==> src/rtl/wdt_pkg.sv <==
package wdt_pkg;
  localparam int PS_W   = 4;
  localparam int B_EN   = 0;
  localparam int B_IE   = 1;
  localparam int B_CE   = 2;
  localparam int B_RF   = 3;
  localparam int B_PS   = 4;
  typedef logic [PS_W-1:0] ps_t;
endpackage

==> src/rtl/wdt_counter.sv <==
module wdt_counter
  import wdt_pkg::*;
#(
  parameter int BASE_LOG2 = 11
) (
  input  logic clk,
  input  logic por_n,
  input  logic active,
  input  ps_t  ps,
  input  logic tick,
  input  logic clr,
  output logic expire
);
  localparam int CW = BASE_LOG2 + (1 << PS_W) + 1;

  logic [CW-1:0] cnt;
  logic [CW-1:0] lim;

  always_comb begin
    lim    = {{(CW-1){1'b0}}, 1'b1} << (BASE_LOG2 + 32'(ps));
    expire = active && tick && (cnt == lim - 1'b1);
  end

  always_ff @(posedge clk or negedge por_n) begin
    if (!por_n)                cnt <= '0;
    else if (clr || !active)   cnt <= '0;
    else if (tick)             cnt <= cnt + 1'b1;
  end

  // count never reaches the period limit
  a_r1_cnt_bound: assert property (@(posedge clk) disable iff (!por_n)
    cnt < lim);
  // an inactive watchdog holds its count at zero
  a_r10_stopped: assert property (@(posedge clk) disable iff (!por_n)
    !active |=> cnt == '0);
endmodule

==> src/rtl/wdt_regs.sv <==
module wdt_regs
  import wdt_pkg::*;
#(
  parameter int CE_HOLD = 4
) (
  input  logic       clk,
  input  logic       por_n,
  input  logic       reg_we,
  input  logic [7:0] reg_wdata,
  input  logic       irq_ack,
  input  logic       expire,
  output logic       en,
  output logic       ie,
  output logic       ce,
  output logic       rf,
  output ps_t        ps,
  output logic       irq,
  output logic       sys_rst_req,
  output logic       cfg_chg
);
  localparam int CEW = (CE_HOLD > 2) ? $clog2(CE_HOLD) : 1;

  logic [CEW-1:0] cec, n_cec;
  logic n_en, n_ie, n_ce, n_rf, n_irq, fire;
  ps_t  n_ps;

  always_comb begin
    n_en  = en;  n_ie = ie;  n_ce = ce;  n_rf = rf;
    n_ps  = ps;  n_cec = cec;
    fire  = expire && !ie && en;
    if (fire) begin
      n_en = 1'b1; n_ie = 1'b0; n_ce = 1'b0; n_rf = 1'b1;
      n_ps = '0;   n_cec = '0;
    end else begin
      if (reg_we) begin
        if (ce) begin
          n_en = reg_wdata[B_EN] | rf;
          n_ie = reg_wdata[B_IE];
          n_ps = reg_wdata[B_PS +: PS_W];
          n_rf = rf & reg_wdata[B_RF];
          n_ce = 1'b0;
        end else if (reg_wdata[B_CE] && reg_wdata[B_EN]) begin
          n_ce  = 1'b1;
          n_cec = CEW'(CE_HOLD - 1);
        end else begin
          n_en = en | reg_wdata[B_EN];
          n_ie = reg_wdata[B_IE];
          n_rf = rf & reg_wdata[B_RF];
        end
      end else if (ce) begin
        if (cec == '0) n_ce  = 1'b0;
        else           n_cec = cec - 1'b1;
      end
      if (irq_ack) n_ie = 1'b0;
    end
    n_irq   = (expire && ie) ? 1'b1 : (irq_ack ? 1'b0 : irq);
    cfg_chg = ((n_en | n_ie) != (en | ie)) || (n_ps != ps);
  end

  always_ff @(posedge clk or negedge por_n) begin
    if (!por_n) begin
      en <= 1'b0; ie <= 1'b0; ce <= 1'b0; rf <= 1'b0;
      ps <= '0;   cec <= '0;  irq <= 1'b0; sys_rst_req <= 1'b0;
    end else begin
      en <= n_en; ie <= n_ie; ce <= n_ce; rf <= n_rf;
      ps <= n_ps; cec <= n_cec; irq <= n_irq; sys_rst_req <= fire;
    end
  end

  // a set reset flag keeps the enable bit on
  a_r4_flag_holds_en: assert property (@(posedge clk) disable iff (!por_n)
    rf |-> en);
  // without the window, enable cannot be cleared
  a_r3_en_sticky: assert property (@(posedge clk) disable iff (!por_n)
    (en && !ce) |=> en);
  // reset request is a single-cycle pulse
  a_r5_rst_pulse: assert property (@(posedge clk) disable iff (!por_n)
    sys_rst_req |=> !sys_rst_req);
  // post-reset defaults accompany the reset request
  a_r8_defaults: assert property (@(posedge clk) disable iff (!por_n)
    sys_rst_req |-> (en && rf && !ie && !ce && ps == '0));
  // interrupt stays pending until acknowledged
  a_r6_irq_hold: assert property (@(posedge clk) disable iff (!por_n)
    (irq && !irq_ack) |=> irq);
  // acknowledge clears interrupt enable
  a_r7_ack_clears_ie: assert property (@(posedge clk) disable iff (!por_n)
    irq_ack |=> !ie);
endmodule

==> src/rtl/wdt_timer.sv <==
module wdt_timer
  import wdt_pkg::*;
#(
  parameter int BASE_LOG2 = 11,
  parameter int CE_HOLD   = 4
) (
  input  logic       clk,
  input  logic       por_n,
  input  logic       reg_we,
  input  logic [7:0] reg_wdata,
  output logic [7:0] reg_rdata,
  input  logic       osc_tick,
  input  logic       restart,
  input  logic       irq_ack,
  output logic       irq,
  output logic       sys_rst_req
);
  logic en, ie, ce, rf, cfg_chg, expire, active, clr;
  ps_t  ps;

  assign active    = en | ie;
  assign clr       = cfg_chg | expire | (restart & active);
  assign reg_rdata = {ps, rf, ce, ie, en};

  wdt_regs #(.CE_HOLD(CE_HOLD)) u_regs (
    .clk(clk), .por_n(por_n), .reg_we(reg_we), .reg_wdata(reg_wdata),
    .irq_ack(irq_ack), .expire(expire), .en(en), .ie(ie), .ce(ce),
    .rf(rf), .ps(ps), .irq(irq), .sys_rst_req(sys_rst_req),
    .cfg_chg(cfg_chg)
  );

  wdt_counter #(.BASE_LOG2(BASE_LOG2)) u_cnt (
    .clk(clk), .por_n(por_n), .active(active), .ps(ps),
    .tick(osc_tick), .clr(clr), .expire(expire)
  );
endmodule

==> config.mk <==
export PLATFORM = sky130hd
export DESIGN_NAME = wdt_timer
export DESIGN_NICKNAME = d
export VERILOG_FILES = /design/src/rtl/wdt_pkg.sv /design/src/rtl/wdt_counter.sv /design/src/rtl/wdt_regs.sv /design/src/rtl/wdt_timer.sv
export SDC_FILE = /design/constraint.sdc
export NUM_CORES = 1
export LEC_CHECK = 0
export CORE_UTILIZATION = 41
export CTS_CLUSTER_DIAMETER = 40
export CTS_CLUSTER_SIZE = 25
export DETAILED_ROUTE_END_ITERATION = 8
export REMOVE_ABC_BUFFERS = 1
export SLEW_MARGIN = 20
export SYNTH_ARGS = -nofsm -noshare
export SYNTH_HDL_FRONTEND = slang
export SYNTH_SLANG_ARGS = --single-unit
==> constraint.sdc <==
create_clock -name clk -period 3.5 [get_ports clk]
set_input_delay 1.05 -clock clk [delete_from_list [all_inputs] [get_ports clk]]
set_output_delay 1.05 -clock clk [all_outputs]
set_load 0.01 [all_outputs]
==> results of run 1 <==
-- area by class of cell --
class | count | area, um2
Clock buffer | 6 | 72.6
Clock inverter | 1 | 5.00
Fill cell | 695 | 3540
Inverter | 10 | 37.5
Multi-Input combinational cell | 274 | 1740
Sequential cell | 40 | 1000
Tap cell | 96 | 120
Timing Repair Buffer | 33 | 313
-- worst max path at each step --
| stage | depth (start not counted) | end | slack (ns) |
|---|---|---|---|
| 2_1_floorplan | 5 | u_cnt.cnt[1]$_DFFE_PN0P_ | 0.31 |
| 3_3_place_gp | 8 | u_regs.ps[3]$_DFF_PN0_ | 0.1 |
| 3_5_place_dp | 8 | u_regs.ps[3]$_DFF_PN0_ | 0.08 |
| 4_1_cts | 8 | u_regs.ps[3]$_DFF_PN0_ | 0.39 |
| 5_1_grt | 7 | u_regs.sys_rst_req$_DFF_PN0_ | 0.22 |
| 6_report | 8 | u_regs.ps[3]$_DFF_PN0_ | 0.42 |
-- metrics by stage --
stage	utilization (%)	cell area (um2)	total power, mW
finish	48.2	3290	1.23
global route	48.2	3290	1.31
CTS	48.2	3290	1.24
detailed placement	47.0	3210	0.936
global placement	47.0	3210	0.928
floorplan	-	2770	0.789
-- worst min-delay path: cells and delay by family (launching register included) --
| kind | cells | cell delay (ns) |
|---|---|---|
| AOI/OAI and AO/OA | 1 | 0.07 |
| DFF | 1 | 0.39 |
| buffers and inverters | 1 | 0.06 |
-- where the power goes --
group          switching (mW)  leakage (nW)  total, mW  internal (mW)
clock                   0.167        0.0410      0.303          0.136
combinational           0.211         0.746      0.392          0.180
sequential             0.0461         0.540      0.536          0.490
total                   0.425          1.33       1.23          0.806
-- layer usage --
| metal | global-route usage, % | vias up | share of wire [%] |
|---|---|---|---|
| met3 | 3.81 | 10 | 3.0 |
| li1 | - | 1246 | - |
| met1 | 27.5 | 1214 | 49 |
| met2 | 32.3 | 38 | 47 |
| met5 | 0 | - | 0 |
| met4 | 5.45 | 0 | 1.4 |
-- flip-flops by register name, indices dropped and copies added, names as in the netlist --
name                cells
u_cnt.cnt              28
u_regs.ps               4
u_regs.cec              2
u_regs.ce               1
u_regs.en               1
u_regs.ie               1
u_regs.irq              1
u_regs.rf               1
u_regs.sys_rst_req      1
-- layout by cell type (no fill, tap or decap), drive strengths merged, types with 3 or more instances in the layout --
cell type / count
nand2: 48
dfrtp: 40
nor2: 38
clkdlybuf4s50: 22
xnor2: 20
xor2: 16
nor4: 15
nand3: 14
nand4: 14
buf: 11
a21oi: 10
inv: 9
nor2b: 9
nor3: 9
nand2b: 7
clkbuf: 6
o21ai: 5
nand3b: 4
or3: 4
a211oi: 4
o211ai: 4
nor3b: 3
and2: 3
ha: 3
or4b: 3
-- cells by family after synthesis --
| kind of cell | after synthesis | share of synthesized area (%) |
|---|---|---|
| simple gates | 182 | 33.6 |
| compound gates | 48 | 12.2 |
| flops | 40 | 34.3 |
| buf+inv | 39 | 6.52 |
| xor+xnor | 36 | 10.8 |
| fa+ha+maj | 3 | 1.29 |
| mux | 3 | 1.07 |
| other cells | 1 | 0.129 |
==> results.sh, run 1 <==
export IMPL_cts_resized=0
export IMPL_num_vias=2508
export IMPL_place_ws_ns=0.0784
export IMPL_setup_viol=0
export IMPL_dp_hpwl_um=4840
export IMPL_r2r_start="u_regs.ps[3]$_DFF_PN0_"
export IMPL_max_freq_ghz=0.325
export IMPL_synth_seq_cells=40
export IMPL_drive_above_1_share_pct=9.07
export IMPL_drt_vias_per_instance=5.45
export IMPL_cap_violations=0
export IMPL_clock_path_buffers=2
export IMPL_synthArstFlopShare_pct=100
export IMPL_grt_max_degree=41
export IMPL_cts_clk_slew_worst_paths_ns=0.08
export IMPL_synthDominantCellAreaShare_pct=34.3
export IMPL_grt_pass1_wl_um=11800
export IMPL_gp_congestion=0.857
export IMPL_reg2reg_to="u_regs.ps[3]$_DFF_PN0_"
export IMPL_slowest_stage="or4b_1"
export IMPL_hold_end="u_regs.irq$_DFFE_PN0P_"
export IMPL_pin_count=24
export IMPL_powerDensity_nw_per_um2=374
export IMPL_drt_total_wl_um=6800
export IMPL_dr_pass1_iters=4
export IMPL_worstPathArrival_ns=3.26
export IMPL_nNetsFinal=381
export IMPL_std_cell_rows=30
export IMPL_reg2reg_depth=6
export IMPL_grt_pass1_vias=2384
export IMPL_synthTopCellsByCount="48 x nand2_1, 40 x dfrtp_1, 38 x nor2_1, 20 x xnor2_1, 16 x xor2_1"
export IMPL_postRouteAntennaNets=0
export IMPL_hold_viol_final=0
export IMPL_synth_edff_count=0
export IMPL_slew_violations=0
export IMPL_period_minus_slack_ns=3.08
export IMPL_path_class="in2reg"
export IMPL_postCtsSetupBuffers=0
export IMPL_grt_ovfl_total=0
export IMPL_syn_area_per_cell_um2=8.29
export IMPL_cts_root_buffer="clkbuf_8"
export IMPL_clk_latency_ns=0.29
export IMPL_clock_skew_ns=0.00589
export IMPL_core_area_um2=6830
export IMPL_whs_path_depth=2
export IMPL_path_cells="clkdlybuf4s50_1 -> nand2_1 -> or4b_1 -> nor4_1 -> nand4_1 -> nor4_4 -> buf_4 -> a21oi_1"
export IMPL_rsz0062_at_grt="no"
export IMPL_tightest_slew_ns=0.939
export IMPL_yosysSeqAreaShare_pct=34.3
export IMPL_worstPathRequired_ns=3.68
export IMPL_netlist_area_um2=2920
export IMPL_outcome="finished clean"
export IMPL_synth_most_common_cell="nand2_1"
export IMPL_regToRegSetupSlack_ns=0.63
export IMPL_ys_types=63
export IMPL_cp_start_kind="input pin"
export IMPL_dieArea_um2=7450
export IMPL_min_delay_start="u_regs.irq$_DFFE_PN0P_"
export IMPL_cts_hold_buf=0
export IMPL_antenna_found_initial=0
export IMPL_setup_ws_ns=0.422
export IMPL_cts_buffers=5
export IMPL_synth_top_area_cell="dfrtp_1"
export IMPL_fin_crit_sh_pct=87.9
export IMPL_antenna_cells=0
export IMPL_max_stage_delay_ns=0.51
export IMPL_wl_per_cell_um=14.8
export IMPL_end_kind="flop"
export IMPL_synthCells=352
export IMPL_chipHeight_um=86.3
export IMPL_crit_family="simple AND/OR/NAND/NOR gates"
export IMPL_whs_ns=0.565
export IMPL_setup_tns_ns=0
export IMPL_grt_usage_pct=20.0
export IMPL_synth_warnings=0
export IMPL_syn_to_final_growth_pct=12.8
export IMPL_numPortBuffers=23
export IMPL_leakagePower_nw=1.33
export IMPL_die_x_um=86.3
export IMPL_drcViolationCount=0
export IMPL_synthFlopType="dfrtp_1"
export IMPL_cts_tree="built"
export IMPL_cts_num_sinks=40
export IMPL_slew_headroom_pct=37.4
export IMPL_ir_drop_uv=206
export IMPL_initial_core_util_pct=42.7
export IMPL_htreeDepth=2
export IMPL_finalNonFillerCells=460
export IMPL_synth_top_cells_by_area="dfrtp_1 34%, nand2_1 6.2%, xnor2_1 6.0%, nor2_1 4.9%, xor2_1 4.8%"
export IMPL_drtIter0Drc=132
export IMPL_worst_path_buf_inv=2
export IMPL_crit_fanout=7
export IMPL_dp_cells=453
export IMPL_hp_class="reg2reg"
export IMPL_startpoint="osc_tick"
(Power assumes the default switching activity.)
==> run 2: changes to the inputs <==
- ABC_AREA: default -> 1
- GPL_TIMING_DRIVEN: default -> 0
==> run 2 against run 1 <==
  * Largest cell class unchanged
  * Count of clock-buffer cells in the layout is 1 lower
  * Final area fell by 0.87%
  * Combinational power fell by 23%
  * Routed wire length rose by 1.3%
  * Via count is 4.1% higher
==> results.sh, run 2 <==
export IMPL_outcome="finished clean"
export IMPL_grt_max_degree=32
export IMPL_antenna_cells=0
export IMPL_worstPathRequired_ns=3.71
export IMPL_synthArstFlopShare_pct=100
export IMPL_cts_clk_slew_worst_paths_ns=0.08
export IMPL_pwr_share_seq_pct=43.1
export IMPL_dieArea_um2=7380
export IMPL_core_area_um2=6790
export IMPL_synth_seq_cells=40
export IMPL_top_regs="u_cnt.cnt: 28 flops, u_regs.ps: 4 flops, u_regs.cec: 2 flops"
export IMPL_use_met3_pct=2.50
export IMPL_max_freq_ghz=0.330
export IMPL_grt_usage_pct=20.3
export IMPL_drt_vias_per_instance=4.80
export IMPL_leakagePower_nw=1.45
export IMPL_clock_skew_ns=0.00968
export IMPL_ys_types=31
export IMPL_dp_hpwl_um=5250
export IMPL_swShare_pct=33.7
export IMPL_cts_num_sinks=40
export IMPL_drt_total_wl_um=6890
export IMPL_yosysSeqAreaShare_pct=34.7
export IMPL_pwr_share_clk_pct=32.0
export IMPL_num_vias=2610
export IMPL_cts_tree="built"
export IMPL_path_class="in2reg"
export IMPL_dr_pass1_iters=5
export IMPL_wl_per_cell_um=12.7
export IMPL_final_area_um2=3260
export IMPL_gr_usage_met1_pct=27.9
export IMPL_cts_buffers=5
export IMPL_synthTopCellsByCount="108 x nand2_1, 65 x nor2_1, 54 x inv_1, 40 x dfrtp_1, 35 x nand3_1"
export IMPL_cp_start_kind="input pin"
export IMPL_crit_fanout=25
export IMPL_fillerInstances=734
export IMPL_end_kind="flop"
export IMPL_largest_reg_flops=28
export IMPL_top_register="u_cnt.cnt"
export IMPL_htreeDepth=2
export IMPL_clk_latency_ns=0.30
export IMPL_period_minus_slack_ns=3.03
export IMPL_top_usage_layer="met2"
export IMPL_fin_crit_sh_pct=86.5
export IMPL_synthCells=428
export IMPL_clock_path_buffers=2
export IMPL_die_x_um=85.9
export IMPL_postCtsSetupBuffers=0
export IMPL_numPortBuffers=23
export IMPL_grt_pass1_wl_um=11700
export IMPL_final_cell_mix="108 x nand2_1, 65 x nor2_1, 54 x inv_1, 39 x dfrtp_1, 35 x nand3_1"
export IMPL_drtIter0Drc=128
export IMPL_synth_warnings=0
export IMPL_p_sw_uw=411
export IMPL_synthFlopType="dfrtp_1"
export IMPL_syn_area_per_cell_um2=6.74
export IMPL_grt_util_met2_pct=33.5
export IMPL_powerDensity_nw_per_um2=374
export IMPL_worstPathArrival_ns=3.24
export IMPL_tightest_slew_ns=0.512
export IMPL_synth_top_area_cell="dfrtp_1"
export IMPL_std_cell_rows=30
export IMPL_nNetsFinal=464
export IMPL_layout_cells_most_common="nand2_1"
export IMPL_comb_power_share_pct=24.8
export IMPL_drcViolationCount=0
export IMPL_gp_congestion=0.875
export IMPL_ir_drop_uv=205
export IMPL_rsz0062_at_grt="no"
export IMPL_netlist_area_um2=2890
export IMPL_postRouteAntennaNets=0
export IMPL_cts_hold_buf=0
export IMPL_hp_class="reg2reg"
export IMPL_antenna_found_initial=0
export IMPL_cap_violations=0
export IMPL_placed_area_um2=3150
export IMPL_hold_viol_final=0
export IMPL_drive_above_1_share_pct=8.48
export IMPL_synthDominantCellAreaShare_pct=34.7
export IMPL_synth_edff_count=0
export IMPL_chipHeight_um=85.9
export IMPL_slew_headroom_pct=65.6
export IMPL_synth_most_common_cell="nand2_1"
export IMPL_slew_violations=0
export IMPL_synth_top_cells_by_area="dfrtp_1 35%, nand2_1 14%, nor2_1 8.5%, inv_1 7.0%, nand3_1 6.1%"
export IMPL_setup_tns_ns=0
export IMPL_cts_root_buffer="clkbuf_8"
export IMPL_syn_to_final_growth_pct=13.0
export IMPL_initial_core_util_pct=42.5
export IMPL_setup_viol=0
export IMPL_grt_pass1_vias=2476
export IMPL_grt_ovfl_total=0
export IMPL_pin_count=24
export IMPL_internal_power_uw=809
## run 2: changes by cell type after synthesis, moves of 7 or more
| cell | previous run | this run |
|---|---|---|
| nor4_1 | 13 | 5 |
| nand2_1 | 48 | 108 |
| nor2_1 | 38 | 65 |
| nor2_2 | 0 | 7 |
| nand2b_1 | 7 | 0 |
| xnor2_1 | 20 | 2 |
| nand4_1 | 13 | 20 |
| clkbuf_1 | 12 | 0 |
| nor2b_1 | 9 | 0 |
| nand3_1 | 14 | 35 |
| inv_1 | 9 | 54 |
## run 2: final timing paths
| kind | startpoint | end | slack [ns] | depth (start not counted) |
|---|---|---|---|---|
| setup / recovery | osc_tick | u_cnt.cnt[3]$_DFFE_PN0P_ | 0.47 | 15 |
| hold / removal | u_regs.irq$_DFFE_PN0P_ | u_regs.irq$_DFFE_PN0P_ | 0.52 | 2 |
| setup reg to reg | u_regs.ps[3]$_DFF_PN0_ | u_cnt.cnt[3]$_DFFE_PN0P_ | 0.58 | 18 |
| hold reg to reg | u_regs.irq$_DFFE_PN0P_ | u_regs.irq$_DFFE_PN0P_ | 0.52 | 2 |
| max in group asynchronous | por_n | u_cnt.cnt[9]$_DFFE_PN0P_ | 2.43 | 2 |
| min in group asynchronous | por_n | u_regs.ps[0]$_DFF_PN0_ | 0.60 | 1 |
## run 2: per-layer routing
layer | share of wire [%] | vias to the layer above
li1 | - | 1389
met1 | 51 | 1176
met2 | 45 | 39
met3 | 3.1 | 6
met4 | 0.83 | 0
met5 | 0 | -
## run 2: power groups by stage
stage / clock, mW / sequential (mW) / combinational, mW
6_report: 0.391 / 0.526 / 0.303
3_5_place_dp: 0 / 0.535 / 0.303
5_1_grt: 0.420 / 0.530 / 0.346
4_1_cts: 0.404 / 0.526 / 0.304
3_3_place_gp: 0 / 0.533 / 0.300
2_1_floorplan: 0 / 0.530 / 0.201
## run 2: final cells by class
| type | count | area [um2] | share of cell area (%) |
|---|---|---|---|
| sequential | 40 | 1000 | 30.7 |
| tap | 96 | 120 | 3.68 |
| clock buffer | 5 | 68.8 | 2.11 |
| inverter | 60 | 226 | 6.94 |
| multi-input combinational | 316 | 1560 | 47.9 |
| clock inverter | 3 | 42.5 | 1.30 |
| timing repair buffer | 24 | 240 | 7.36 |
## run 2: cells by family after synthesis
logic type      count (synthesis)  share of synthesized area [%]
simple gates                  270                           42.8
buf+inv                        73                           11.4
flops                          40                           34.7
compound gates                 23                           4.25
xor+xnor                       18                           5.46
fa+ha+maj                       3                           1.30
other cells                     1                          0.130
## run 2: critical path, stage by stage
cell and delay [ns]:
clkbuf_2 0.19, nand2_1 0.10, nor2_1 0.12, nand3_1 0.10, nor2_1 0.11, nand2_1 0.07, nor2_1 0.11, nand3_1 0.12
nor2_2 0.19, nand2_2 0.19, nand2_2 0.12, o21ai_1 0.09, nor2_4 0.23, nand2_4 0.24, nor3_1 0.20
## run 2: what timing repair did
item,4_1_cts,5_1_grt
endpoints found under the setup margin,25,12
endpoints found under the hold margin,0,0
resized for setup,2,3
cloned,0,0
## run 2: stage by stage
step                std cells  hold WS (ns)  util [%]  total power, mW  setup slack (ns)
floorplan                 416         0.493         -            0.731             0.814
global placement          535         0.511      46.2            0.833            -0.419
detailed placement        536         0.513      46.4            0.838            -0.420
CTS                       544         0.529      48.0             1.23             0.184
global route              544         0.581      48.0             1.30             0.195
finish                    544         0.523      48.0             1.22             0.471
==> run 3: changes to the inputs <==
- MAX_ROUTING_LAYER: default -> met4
==> run 3 against run 2 <==
  * Count of clock-buffer cells in the layout stayed put
  * Die area did not move
  * Critical path depth stayed put
  * Cell count unchanged
  * Setup slack lost 0.21 ns
  * Global-route usage is 1.0 points higher
  * Sequential cell count did not move
  * Critical path type unchanged
  * Core utilization rose by 0.18 points
==> results.sh, run 3 (same netlist as run 2, synthesis figures left out) <==
export IMPL_outcome="finished clean"
export IMPL_cp_start_kind="input pin"
export IMPL_numPortBuffers=23
export IMPL_syn_to_final_growth_pct=13.4
export IMPL_dieArea_um2=7380
export IMPL_crit_fanout=25
export IMPL_cts_tree="built"
export IMPL_ir_drop_uv=164
export IMPL_cts_num_sinks=40
export IMPL_final_cell_mix="108 x nand2_1, 65 x nor2_1, 54 x inv_1, 39 x dfrtp_1, 35 x nand3_1"
export IMPL_layout_cells_most_common="nand2_1"
export IMPL_clock_path_buffers=2
export IMPL_cts_buffers=5
export IMPL_num_vias=2687
export IMPL_nNetsFinal=464
export IMPL_hold_viol_final=0
export IMPL_fillerInstances=728
export IMPL_drive_above_1_share_pct=8.26
export IMPL_powerDensity_nw_per_um2=375
export IMPL_setup_viol=0
export IMPL_cap_violations=0
export IMPL_drt_vias_per_instance=4.94
export IMPL_max_stage_delay_ns=0.39
export IMPL_grt_util_met2_pct=33.7
export IMPL_finalNonFillerCells=544
export IMPL_cts_clk_slew_worst_paths_ns=0.08
export IMPL_drcViolationCount=0
export IMPL_top_regs="u_cnt.cnt: 28 flops, u_regs.ps: 4 flops, u_regs.cec: 2 flops"
export IMPL_dp_cells=536
export IMPL_drt_total_wl_um=6970
export IMPL_postCtsSetupBuffers=0
export IMPL_slowest_stage="dlygate4sd2_1"
export IMPL_top_usage_layer="met2"
export IMPL_multi_input_area_um2=1570
export IMPL_grt_pass1_wl_um=11800
export IMPL_whs_ns=0.524
export IMPL_antenna_found_initial=0
export IMPL_drtIter0Drc=178
export IMPL_max_freq_ghz=0.309
export IMPL_cts_root_buffer="clkbuf_8"
export IMPL_hp_class="reg2reg"
export IMPL_initial_core_util_pct=42.5
export IMPL_path_class="in2reg"
export IMPL_fin_crit_sh_pct=92.6
export IMPL_grt_usage_pct=21.4
export IMPL_grt_ovfl_total=0
export IMPL_wl_per_cell_um=12.8
export IMPL_path_common_cell="nand3_1"
export IMPL_slew_violations=0
export IMPL_ff_latch_area_um2=1000
export IMPL_dr_pass1_iters=4
export IMPL_pin_count=24
export IMPL_clk_latency_ns=0.31
export IMPL_largest_reg_flops=28
export IMPL_setup_ws_ns=0.260
export IMPL_gp_congestion=0.887
export IMPL_place_ws_ns=-0.393
export IMPL_path_cells="dlygate4sd2_1 -> nand2_1 -> nor2_1 -> nand3_1 -> nor2_1 -> nand2_1 -> nor2_1 -> nand3_1 -> nor2_2 -> nand2_2 -> nand3_1 -> nand3_1 -> nor2_4 -> nand2_8 -> nor3_1"
export IMPL_clock_skew_ns=0.0144
export IMPL_worstPathArrival_ns=3.45
export IMPL_top_register="u_cnt.cnt"
export IMPL_worst_path_buf_inv=1
export IMPL_rsz0062_at_grt="no"
export IMPL_grt_pass1_vias=2486
export IMPL_crit_family="simple AND/OR/NAND/NOR gates"
export IMPL_core_area_um2=6790
export IMPL_leakagePower_nw=1.44
export IMPL_slew_headroom_pct=67.2
export IMPL_htreeDepth=2
export IMPL_setup_tns_ns=0
export IMPL_final_area_um2=3270
export IMPL_std_cell_rows=30
export IMPL_tightest_slew_ns=0.487
export IMPL_gr_usage_met1_pct=28.1
export IMPL_use_met3_pct=3.18
export IMPL_placed_area_um2=3150
export IMPL_worstPathRequired_ns=3.71
export IMPL_grt_max_degree=31
export IMPL_antenna_cells=0
export IMPL_chipHeight_um=85.9
export IMPL_period_minus_slack_ns=3.24
export IMPL_postRouteAntennaNets=0
export IMPL_die_x_um=85.9
export IMPL_dp_hpwl_um=5270
export IMPL_end_kind="flop"
[run 3: changes by cell type in the layout (fill, tap and decap cells not counted)]
cell           delta
nand2_8           +1
dlygate4sd2_1     +1
nand2_4           -1
clkbuf_2          -1
[run 3: final cells by class]
type | count | area share (%)
Clock buffer | 5 | 2.10
Inverter | 60 | 6.92
Multi-Input combinational cell | 316 | 48.0
Clock inverter | 3 | 1.30
Tap cell | 96 | 3.67
Sequential cell | 40 | 30.6
Timing Repair Buffer | 24 | 7.45
[run 3: worst paths after layout]
kind                                             start                       end  slack [ns]  cells after the start
worst max-delay path                          osc_tick  u_cnt.cnt[9]$_DFFE_PN0P_        0.26                     15
min in group asynchronous                        por_n    u_regs.ps[1]$_DFF_PN0_        0.62                      1
worst min-delay path            u_regs.irq$_DFFE_PN0P_    u_regs.irq$_DFFE_PN0P_        0.52                      2
worst min register to register  u_regs.irq$_DFFE_PN0P_    u_regs.irq$_DFFE_PN0P_        0.52                      2
worst max register to register  u_regs.ps[2]$_DFF_PN0_  u_cnt.cnt[9]$_DFFE_PN0P_        0.59                     16
max in group asynchronous                        por_n  u_cnt.cnt[9]$_DFFE_PN0P_        2.42                      2
[run 3: stage by stage]
step	utilization (%)	power, mW
after CTS	48.2	1.24
after floorplan	-	0.731
final	48.2	1.23
after global placement	46.2	0.833
after global routing	48.2	1.30
after detailed placement	46.4	0.839
[run 3: power by group]
group          internal (mW)  switching, mW  total (mW)  leakage (nW)
Sequential             0.482         0.0428       0.525         0.533
Combinational          0.117          0.194       0.311         0.855
Clock                  0.211          0.181       0.392        0.0541
[run 3: metal layers]
layer | wire length [um] | part of all wire [%]
met1 | 3300 | 47
met2 | 3160 | 45
met3 | 368 | 5.3
met4 | 136 | 2.0
met5 | 0 | 0
[run 3: worst reg2reg max path, cell delays in order (launching register included)]
cell,delay [ns]
dfrtp_1,0.62
inv_2,0.17
nor2_4,0.21
nand2_1,0.07
nand2_1,0.07
nand2_1,0.06
nor2_1,0.09
nand2_1,0.06
nor2_1,0.11
nand3_1,0.10
nor2_2,0.18
nand2_2,0.19
nand3_1,0.11
nand3_1,0.13
nor2_4,0.26
nand2_8,0.20
nor3_1,0.20
[run 3: timing repair]
action,in CTS,in global routing
hold endpoints to repair,0,0
gates cloned,0,0
endpoints found under the setup margin,17,5
resized for setup,3,1
hold buffers,0,0
